--- config.mk ---
export PLATFORM = sky130hd
export DESIGN_NAME = wdt_twostage
export DESIGN_NICKNAME = d
export VERILOG_FILES = /design/src/rtl/wdt_pkg.sv /design/src/rtl/wdt_term_dec.sv /design/src/rtl/wdt_rst_window.sv /design/src/rtl/wdt_twostage.sv
export SDC_FILE = /design/constraint.sdc
export NUM_CORES = 1
export LEC_CHECK = 0
export ABC_AREA = 1
export CORE_MARGIN = 1.5
export CORE_UTILIZATION = 60
export DETAILED_ROUTE_END_ITERATION = 10
export DONT_BUFFER_PORTS = 1
export PLACE_DENSITY_LB_ADDON = 0.12
export SLEW_MARGIN = 10
export SYNTH_ARGS = -nofsm -noshare
export SYNTH_HDL_FRONTEND = slang
export SYNTH_HIERARCHICAL = 1
export SYNTH_SLANG_ARGS = --single-unit
--- constraint.sdc ---
create_clock -name clk_i -period 1.75 [get_ports clk_i]
set_input_delay 0.0875 -clock clk_i [delete_from_list [all_inputs] [get_ports clk_i]]
set_output_delay 0.0875 -clock clk_i [all_outputs]
set_load 0.005 [all_outputs]
--- src/rtl/wdt_pkg.sv ---
package wdt_pkg;

    typedef enum logic [1:0] {
        TSEL_SHORT  = 2'b00,
        TSEL_MID    = 2'b01,
        TSEL_LONG   = 2'b10,
        TSEL_LONGEST = 2'b11
    } tsel_e;

    localparam int NUM_TSEL = 4;

endpackage

--- src/rtl/wdt_term_dec.sv ---
module wdt_term_dec #(
    parameter int CW       = 24,
    parameter int BASE_LOG = 15,
    parameter int STEP_LOG = 3
) (
    input  logic [CW-1:0]      cnt_i,
    input  wdt_pkg::tsel_e     sel_i,
    output logic               hit_o
);
    logic [wdt_pkg::NUM_TSEL-1:0] hits;

    // each select ends the interval when the low LG bits are all ones
    for (genvar g = 0; g < wdt_pkg::NUM_TSEL; g++) begin : g_tc
        localparam int LG = BASE_LOG + STEP_LOG * g;
        assign hits[g] = &cnt_i[LG-1:0];
    end

    assign hit_o = hits[sel_i];
endmodule

--- src/rtl/wdt_rst_window.sv ---
module wdt_rst_window #(
    parameter int WIN_CYC = 512
) (
    input  logic clk_i,
    input  logic rst_ni,
    input  logic clear_i,
    input  logic arm_i,
    input  logic rst_en_i,
    output logic rst_req_o
);
    localparam int WW = (WIN_CYC > 2) ? $clog2(WIN_CYC) : 1;
    localparam logic [WW-1:0] LAST = WW'(WIN_CYC - 1);

    typedef struct packed {
        logic          act;
        logic [WW-1:0] cnt;
        logic          pulse;
    } win_t;

    win_t s_d, s_q;

    always_comb begin
        s_d       = s_q;
        s_d.pulse = 1'b0;
        if (clear_i) begin
            s_d.act = 1'b0;
            s_d.cnt = '0;
        end else if (arm_i) begin
            s_d.act = 1'b1;
            s_d.cnt = '0;
        end else if (s_q.act) begin
            if (s_q.cnt == LAST) begin
                s_d.act   = 1'b0;
                s_d.cnt   = '0;
                s_d.pulse = rst_en_i;
            end else begin
                s_d.cnt = s_q.cnt + 1'b1;
            end
        end
    end

    always_ff @(posedge clk_i or negedge rst_ni) begin
        if (!rst_ni) s_q <= '0;
        else         s_q <= s_d;
    end

    assign rst_req_o = s_q.pulse;
endmodule

--- src/rtl/wdt_twostage.sv ---
module wdt_twostage #(
    parameter int BASE_LOG = 15,
    parameter int STEP_LOG = 3,
    parameter int WIN_CYC  = 512
) (
    input  logic       clk_i,
    input  logic       rst_ni,
    input  logic       wd_en_i,
    input  logic [1:0] tsel_i,
    input  logic       irq_en_i,
    input  logic       kick_i,
    input  logic       rst_en_i,
    input  logic       flag_clr_i,
    output logic       irq_o,
    output logic       flag_o,
    output logic       rst_req_o
);
    localparam int CW = BASE_LOG + 3 * STEP_LOG;

    typedef struct packed {
        logic [CW-1:0] cnt;
        logic          flag;
    } core_t;

    core_t s_d, s_q;
    logic  hit;
    logic  expire;
    logic  hold;

    wdt_term_dec #(
        .CW       (CW),
        .BASE_LOG (BASE_LOG),
        .STEP_LOG (STEP_LOG)
    ) u_dec (
        .cnt_i (s_q.cnt),
        .sel_i (wdt_pkg::tsel_e'(tsel_i)),
        .hit_o (hit)
    );

    assign hold   = !wd_en_i || kick_i;
    assign expire = !hold && hit;

    wdt_rst_window #(
        .WIN_CYC (WIN_CYC)
    ) u_win (
        .clk_i     (clk_i),
        .rst_ni    (rst_ni),
        .clear_i   (hold),
        .arm_i     (expire),
        .rst_en_i  (rst_en_i),
        .rst_req_o (rst_req_o)
    );

    always_comb begin
        s_d = s_q;
        if (hold || hit) s_d.cnt = '0;
        else             s_d.cnt = s_q.cnt + 1'b1;
        if (flag_clr_i) s_d.flag = 1'b0;
        if (expire)     s_d.flag = 1'b1;
    end

    always_ff @(posedge clk_i or negedge rst_ni) begin
        if (!rst_ni) s_q <= '0;
        else         s_q <= s_d;
    end

    assign flag_o = s_q.flag;
    assign irq_o  = s_q.flag & irq_en_i;
endmodule

# Yosys cells after proc, flatten, opt, wreduce, memory -nomap -nowiden
# Cells that the tools add are included.
[totals]
latch_bits = 0
ram_bits = 0
rom_bits = 0
out_inout_bits = 3
inputBits = 9
n_memories = 0
wordCells = 34
regBits = 36
[classes]
shifts = 0
muxes = 13
multipliers = 0
addsub = 2
reduce_logical = 11
n_lt_le_gt_ge = 1
div = 0
bitwise = 1
eq_ne = 1
[ops]
columns = ["op", "n"]
rows = [
  ["24-bit by 1-bit adder with 24-bit output, second input constant", 1],
  ["24-bit two-way mux", 1],
  ["24-bit AND reduction", 1],
  ["21-bit AND reduction", 1],
  ["10-bit two-way mux", 2],
  ["18-bit AND reduction", 1],
  ["15-bit AND reduction", 1],
  ["11-bit two-way mux", 1],
  ["9-bit by 1-bit adder with 9-bit output, second input constant", 1],
  ["9-bit equality test, second input constant", 1],
  ["9-bit two-way mux", 1],
  ["1-bit two-way mux", 7],
  ["2-bit by 3-bit less-than comparator with 1-bit output, second input constant", 1],
  ["3-bit nonzero test", 1],
  ["1-bit binary-select mux with 2-bit select", 1],
  ["1-bit logical NOT", 2],
  ["1-bit logical OR", 2],
  ["2-bit nonzero test", 1],
  ["1-bit AND", 1],
  ["1-bit logical AND", 1],
]

# Longest topological paths before layout
# Gate-level depths: netlist of the first run.
[depth]
ltp_word = 6
ltp_mapped = 14
mapped_depth_nobuf = 14

# Cells and area by module
# The synthesis of the first run kept the hierarchy.
[modules_own_cells]
columns = ["module", "cells_per_inst", "seq_area_each_um2", "instances", "area_per_inst_um2"]
rows = [
  ["wdt_twostage", 190, 625.6, 1, 1440.1],
  ["wdt_rst_window", 79, 275.3, 1, 601.8],
  ["wdt_term_dec", 28, 0.0, 1, 115.1],
]

# Worst setup path before layout of the first run
# Ideal clock, no wire load.
[synth_timing]
path_type = "reg2reg"
start = "register, netlist name s_q[9]"
end = "register u_win/s_q[7] (netlist name)"
required_ns = 1.632
path_stages_with_launch = 15
setup_time_ns = 0.118
n_path_buf = 1
t_arrival_ns = 1.443
slack_ns = 0.189
path_cell_list = "dfrtp_1 nand2_1 inv_1 nand2_1 nor2_1 nand3_1 nor2_1 nand3_1 inv_1 nor2_4 nand2_2 buf_6 nand3b_1 nand2_1 nor2_1"
[synth_rtl]
columns = ["item", "line", "text"]
rows = [
  ["end signal: assignment", "wdt_rst_window.sv:43", "if (!rst_ni) s_q <= '0;"],
  ["end signal: assignment", "wdt_rst_window.sv:44", "else s_q <= s_d;"],
  ["end: declaration", "wdt_rst_window.sv:20", "win_t s_d, s_q;"],
]

==> summary.txt, run 1 <==
Synthesis
  – Synth cell count leaders: 76 x nand2_1, 56 x nor2_1, 37 x inv_1
  – Synth Area in Compound Gates: 0.0650
  – EDFF count, synth: 0
  – Yosys warnings: 6
  – Syn avg cell area: 7.26 um2
  – Syn Std Cell Area: 0.00216 mm2
  – Top cells by area, synth: dfrtp_1 42%, nand2_1 13%, nor2_1 9.7%
  – #FFs+latches synth: 36
  – Xor/xnor share of the synthesized area: 0.0122
  – Cells after synthesis: 297
  – Async set-reset flop share out of synthesis: 1.00
  – Sequential share of the synthesized area: 0.418
  – Adder-cell share of the synthesized area: 0.0174
  – Synth top area share: 0.418
  – Top-count cell post-synth: nand2_1
  – Synth Net Count: 309
  – Largest family of logic cells by synthesized area: simple AND/OR/NAND/NOR gates
  – Area leader, netlist: dfrtp_1
  – Post-synth cell types: 27
  – Predominant post-synthesis flop cell: dfrtp_1
  – Multiplexer area fraction after synthesis: 0
  – Post-Synth Simple-Gate Area: 0.412

Critical path
  – Crit path buf inv count: 3
  – Critical R2R Capture: u_win/s_q[5]
  – CP delay by family, top: simple AND/OR/NAND/NOR gates
  – Worst r2r path cells: 14
  – Crit path DAT: 2.03 ns
  – Worst setup SP type: flip-flop
  – Reg2reg start: s_q[1]
  – Crit path max fanout: 7
  – Worst path slowest cell: dfrtp_1
  – Crit-path max cell delay: 0.39 ns
  – Reg-to-reg setup timing slack: -0.03 ns
  – Cells along the critical path: nand2_1 -> inv_1 -> nand2_1 -> nor2_2 -> nand3_2 -> nor2_4 -> nand3_2 -> inv_2 -> nor2_4 -> nand2_4 -> buf_6 -> nand3_1 -> nand2_1 -> nor2_1
  – WS Path Type: reg -> reg
  – Nature of the critical path endpoint: flip-flop
  – CP required: 2.01 ns
  – Most used cell, CP: nand2_1

Drt
  – Post-route antenna net violation count: 0
  – Drt first pass iters: 4
  – DRC viols: 0
  – Via count: 2032
  – Final WL: 5230 um
  – Via density per instance: 5.20
  – Routed WL per cell: 13.4 um
  – 1st-iter DRT viols: 151

Hold path
  – Worst Hold Depth: 5
  – Min-Delay Path Class: in -> reg
  – Hold Crit Start: tsel_i[1]
  – Min-Delay Endpoint: flag_o

Global routing
  – Number of global-route vias before repair: 1968
  – First-pass GRT wire length: 8650 um
  – Initial antenna violation count: 0
  – Grt ovf: 0
  – Gr usage total: 0.282
  – Largest net degree at the start of global routing: 37

Cells and area
  – Syn-to-layout area delta: 23.4%
  – Final layout net count: 357
  – Final instance area: 0.00266 mm2
  – Layout cells sized above 1: 0.226
  – N_diodes: 0
  – Non-filler cells, final: 391

Clock tree
  – CTS Buf Count: 5
  – # clock sinks: 36
  – CTS max path bufs: 2
  – CTS tree: yes
  – Number of H-tree levels: 2
  – Clock-pin slew on the worst setup and hold paths: 0.11 ns
  – CTS Root Cell: clkbuf_4
  – Clock latency on the worst-skew pair: 0.36 ns

Timing
  – Relative slew margins: 0.818
  – Clock skew: 0.0121 ns
  – Final-report max-slew violation count: 0
  – Final setup fails: 1
  – Period minus WS final: 1.78 ns
  – Crit share post-route: 1.02
  – Final setup margin: -0.0270 ns
  – Tightest Pin Transition: 0.273 ns
  – WHS: 0.112 ns
  – Final hold vios: 0
  – Max Clk Rate: 0.563 GHz
  – Setup TNS Final: -0.0270 ns
  – RSZ-0062 raised after global routing: true

Floorplan
  – Core Rows: 21
  – Die W: 63.0 um
  – Core ar.: 0.00339 mm2
  – Initial core utilization: 0.636
  – Die area: 0.00396 mm2
  – Die height: 63.0 um
  – # IOs: 12

Status
  – Violated checks: setup timing
  – Status: complete, but fails checks

Placement
  – IO buf count: 0
  – Placed instance area: 0.00242 mm2
  – Dpl hpwl: 3590 um
  – Routability Congestion: 0.891
  – DP Cell Count: 371
  – Worst slack, placed: -0.134 ns

Pwr
  – Worst vdd ir: 0.335 mV
  – Pleak: 1.24 nW
  – Power Density: 545 mW/mm2

Run
  – Max_cap viols: 0
[placed cells by master, fill, tap and decap left out, types with 2 or more instances in the layout]
cell type	n
nand2_1	75
nor2_1	54
inv_1	36
dfrtp_1	36
buf_4	35
nand3_1	19
a21oi_1	17
nor2_4	11
nand2_4	5
nor2_2	5
nand3_2	5
clkbuf_4	5
dlygate4sd3_1	5
and2_1	4
o21ai_0	4
nand2_2	3
inv_2	3
nor3_1	3
ha_1	3
o21bai_1	2
xor2_1	2
clkbuf_8	2
buf_6	2
nand3b_1	2
[per-layer routing]
layer  vias up  part of all wire  global-route usage
li1       1019                 -                   -
met1       938              0.43               0.352
met2        59              0.49               0.479
met3        16             0.056              0.0559
met4         0             0.026               0.114
met5         -                 0                   0
[area by class of cell]
class                   instances  area [um2]
clock buffers                   7        65.1
inverters                      39         146
flip-flops and latches         36         901
fillers                       237         727
repair buffers                 43         355
well taps                      46        57.6
multi-input cells             220        1140
[kinds of logic after synthesis]
group | count (synthesis)
simple gates | 188
compound gates | 26
flops | 36
fa+ha+maj | 3
buf+inv | 41
xor+xnor | 3
[worst max path at each step]
stage	startpoint	slack [ns]	end	cells after the start
detailed placement	s_q[2]	-0.13	u_win/s_q[4]	13
floorplan	s_q[9]	0.19	u_win/s_q[7]	14
global route	s_q[1]	-0.09	u_win/s_q[5]	14
finish	s_q[1]	-0.03	u_win/s_q[5]	14
global placement	s_q[2]	-0.08	u_win/s_q[7]	13
CTS	s_q[1]	0.03	u_win/s_q[4]	13
[through the flow]
stage,util,power [mW]
after floorplan,-,0.891
after global placement,0.715,0.905
after detailed placement,0.715,0.907
after CTS,0.762,1.45
after global routing,0.786,1.49
final,0.786,1.45
[flip-flops by register name, indices dropped and copies added (netlist names)]
name / flops
u_win/s_q: 10
s_q: 24
u_win/rst_req_o: 1
flag_o: 1
[tightest hold or removal path, delay by kind of cell]
family	cells	cell delay, ns
compound gates	2	0.14
simple gates	3	0.20
[power by group]
part	switching [mW]	internal, mW	total, mW
sequential	0.00222	0.834	0.837
clock	0.289	0.228	0.517
combinational	0.0593	0.0398	0.0991
total	0.350	1.10	1.45
[what timing repair did]
action                                  in CTS  in global routing
setup buffers                                1                  6
endpoints found under the setup margin       9                  9
hold endpoints to repair                    39                  0
resized for setup                            4                 11
cloned                                       0                  0
hold buffers                                 6                  0
pin swaps                                    0                  5
Note: power is estimated with default switching activity, not from simulation.
==> run 2: changes to the inputs <==
Settings changed: CELL_PAD_IN_SITES_DETAIL_PLACEMENT from default to 2, CELL_PAD_IN_SITES_GLOBAL_PLACEMENT from default to 2, CORE_UTILIZATION 60 to 36.
==> run 2 against run 1 <==
Compared with the run above: the flow still finishes with violations (setup timing); largest power group unchanged; register-to-register slack worse by 0.16 ns; routed wire length up 81%; core utilization down 30 points.
==> summary.txt, run 2 (synthesis gave the netlist of run 1 again) <==
Critical path
  – CP required: 1.97 ns
  – Worst path slowest cell: dfrtp_1
  – Crit-path max cell delay: 0.43 ns
  – Worst setup SP type: flip-flop
  – Crit path DAT: 2.16 ns
  – Nature of the critical path endpoint: flip-flop
  – Cells along the critical path: nand2_1 -> inv_1 -> nand2_2 -> nor2_1 -> nand3_1 -> nor2_2 -> nand3_2 -> inv_2 -> nor2_4 -> nand3_4 -> nand2_4 -> nand2_1 -> nor2_1
  – Crit path max fanout: 5
  – WS Path Type: reg -> reg

Drt
  – Uppermost layer routed: met4
  – Final WL: 9480 um
  – Met1 Wirelength: 3700 um
  – WL met2: 5040 um
  – Via count: 2240
  – Via density per instance: 5.26
  – Routed WL per cell: 22.3 um
  – WL met3: 199 um
  – Post-route antenna net violation count: 0
  – DRC viols: 0
  – 1st-iter DRT viols: 104
  – Drt first pass iters: 4

Timing
  – Final setup margin: -0.189 ns
  – Final setup fails: 12
  – Final hold vios: 0
  – WHS: 0.0279 ns
  – RSZ-0062 raised after global routing: true
  – Crit share post-route: 1.11
  – Final-report max-slew violation count: 0
  – Clock skew: 0.00922 ns
  – Tightest Pin Transition: 0.314 ns
  – Relative slew margins: 0.790
  – Period minus WS final: 1.94 ns
  – Max Clk Rate: 0.516 GHz
  – Setup TNS Final: -1.10 ns

Status
  – Violated checks: setup timing
  – Status: complete, but fails checks

Cells and area
  – Layout cells sized above 1: 0.276
  – Number of flip-flops in the largest register: 24
  – Commonest non-fill, non-tap cell in the layout: nand2_1
  – Top Registers: s_q: 24 flops, u_win/s_q: 10 flops
  – Final instance area: 0.00281 mm2
  – Most frequent cells in the layout: 72 x nand2_1, 52 x nor2_1, 42 x buf_4
  – Non-filler cells, final: 426
  – Final layout net count: 362
  – Syn-to-layout area delta: 30.4%
  – Largest register by flop count: s_q
  – Final core utilization: 0.481
  – N_diodes: 0

Clock tree
  – CTS tree: yes
  – CTS Buf Count: 5
  – # clock sinks: 36
  – CTS max path bufs: 2
  – CTS Root Cell: clkbuf_8
  – Clock latency on the worst-skew pair: 0.31 ns
  – Clock-pin slew on the worst setup and hold paths: 0.08 ns
  – Number of H-tree levels: 2

Pwr
  – Power Density: 577 mW/mm2
  – Pleak: 1.30 nW
  – Worst vdd ir: 0.259 mV
  – Pwr Total: 1.62 mW

Placement
  – IO buf count: 0
  – Placed instance area: 0.00250 mm2
  – Dpl hpwl: 5390 um
  – Routability Congestion: 0.740
  – DP Cell Count: 405
  – Worst slack, placed: -0.135 ns

Global routing
  – Initial antenna violation count: 0
  – Number of global-route vias before repair: 2392
  – Gr usage total: 0.255
  – Largest net degree at the start of global routing: 37
  – First-pass GRT wire length: 12200 um
  – Grt ovf: 0

Run
  – Max_cap viols: 0

Floorplan
  – Die W: 80.4 um
  – Core ar.: 0.00585 mm2
  – Die area: 0.00646 mm2
  – Core Rows: 28
  – Die height: 80.4 um
  – # IOs: 12
  – Initial core utilization: 0.369

Hold path
  – Min-Delay Path Class: in -> reg
-- run 2: changes by cell type in the layout (fill, tap and decap cells not counted), sizes merged --
cell	change
nand2	+1
clkbuf	-1
clkinv	+2
buf	+6
dlygate4sd3	-2
-- run 2: final timing paths --
check	start	end	slack (ns)	depth (start not counted)
max	s_q[14]	u_win/s_q[7]	-0.19	13
min	wd_en_i	u_win/s_q[10]	0.03	2
max reg2reg	s_q[14]	u_win/s_q[7]	-0.19	13
min reg2reg	u_win/s_q[9]	u_win/s_q[9]	0.56	2
max in group asynchronous	rst_ni	s_q[7]	1.27	2
min in group asynchronous	rst_ni	u_win/s_q[3]	0.28	2
-- run 2: critical path, delay by kind of cell (launching register included) --
kind                   cells  cell delay (ns)
flip-flops                 1             0.43
buffers and inverters      2             0.14
AND/OR/NAND/NOR           11             1.29
-- run 2: power breakdown --
part           switching [mW]  total [mW]  internal (mW)
sequential            0.00271       0.837          0.834
combinational          0.0721       0.108         0.0358
clock                   0.363       0.678          0.315
-- run 2: area by class of cell --
type                            count  area (um2)
Multi-Input combinational cell    221        1200
Sequential cell                    36         901
Clock buffer                        6        82.6
Inverter                           39         149
Tap cell                           75        93.8
Clock inverter                      2        10.0
Timing Repair Buffer               47         377
Fill cell                         699        3040
-- run 2: layer usage --
| layer | track usage | vias to the layer above |
|---|---|---|
| li1 | - | 1029 |
| met1 | 0.290 | 1129 |
| met2 | 0.482 | 44 |
| met3 | 0.0443 | 38 |
| met4 | 0.0741 | 0 |
| met5 | 0 | - |
-- run 2: repair_timing --
action,in CTS,in global routing
cloned,1,0
endpoints found under the setup margin,9,10
hold buffers,4,0
hold endpoints to repair,38,0
pin swaps,2,18
resized for setup,8,20
setup buffers,2,7
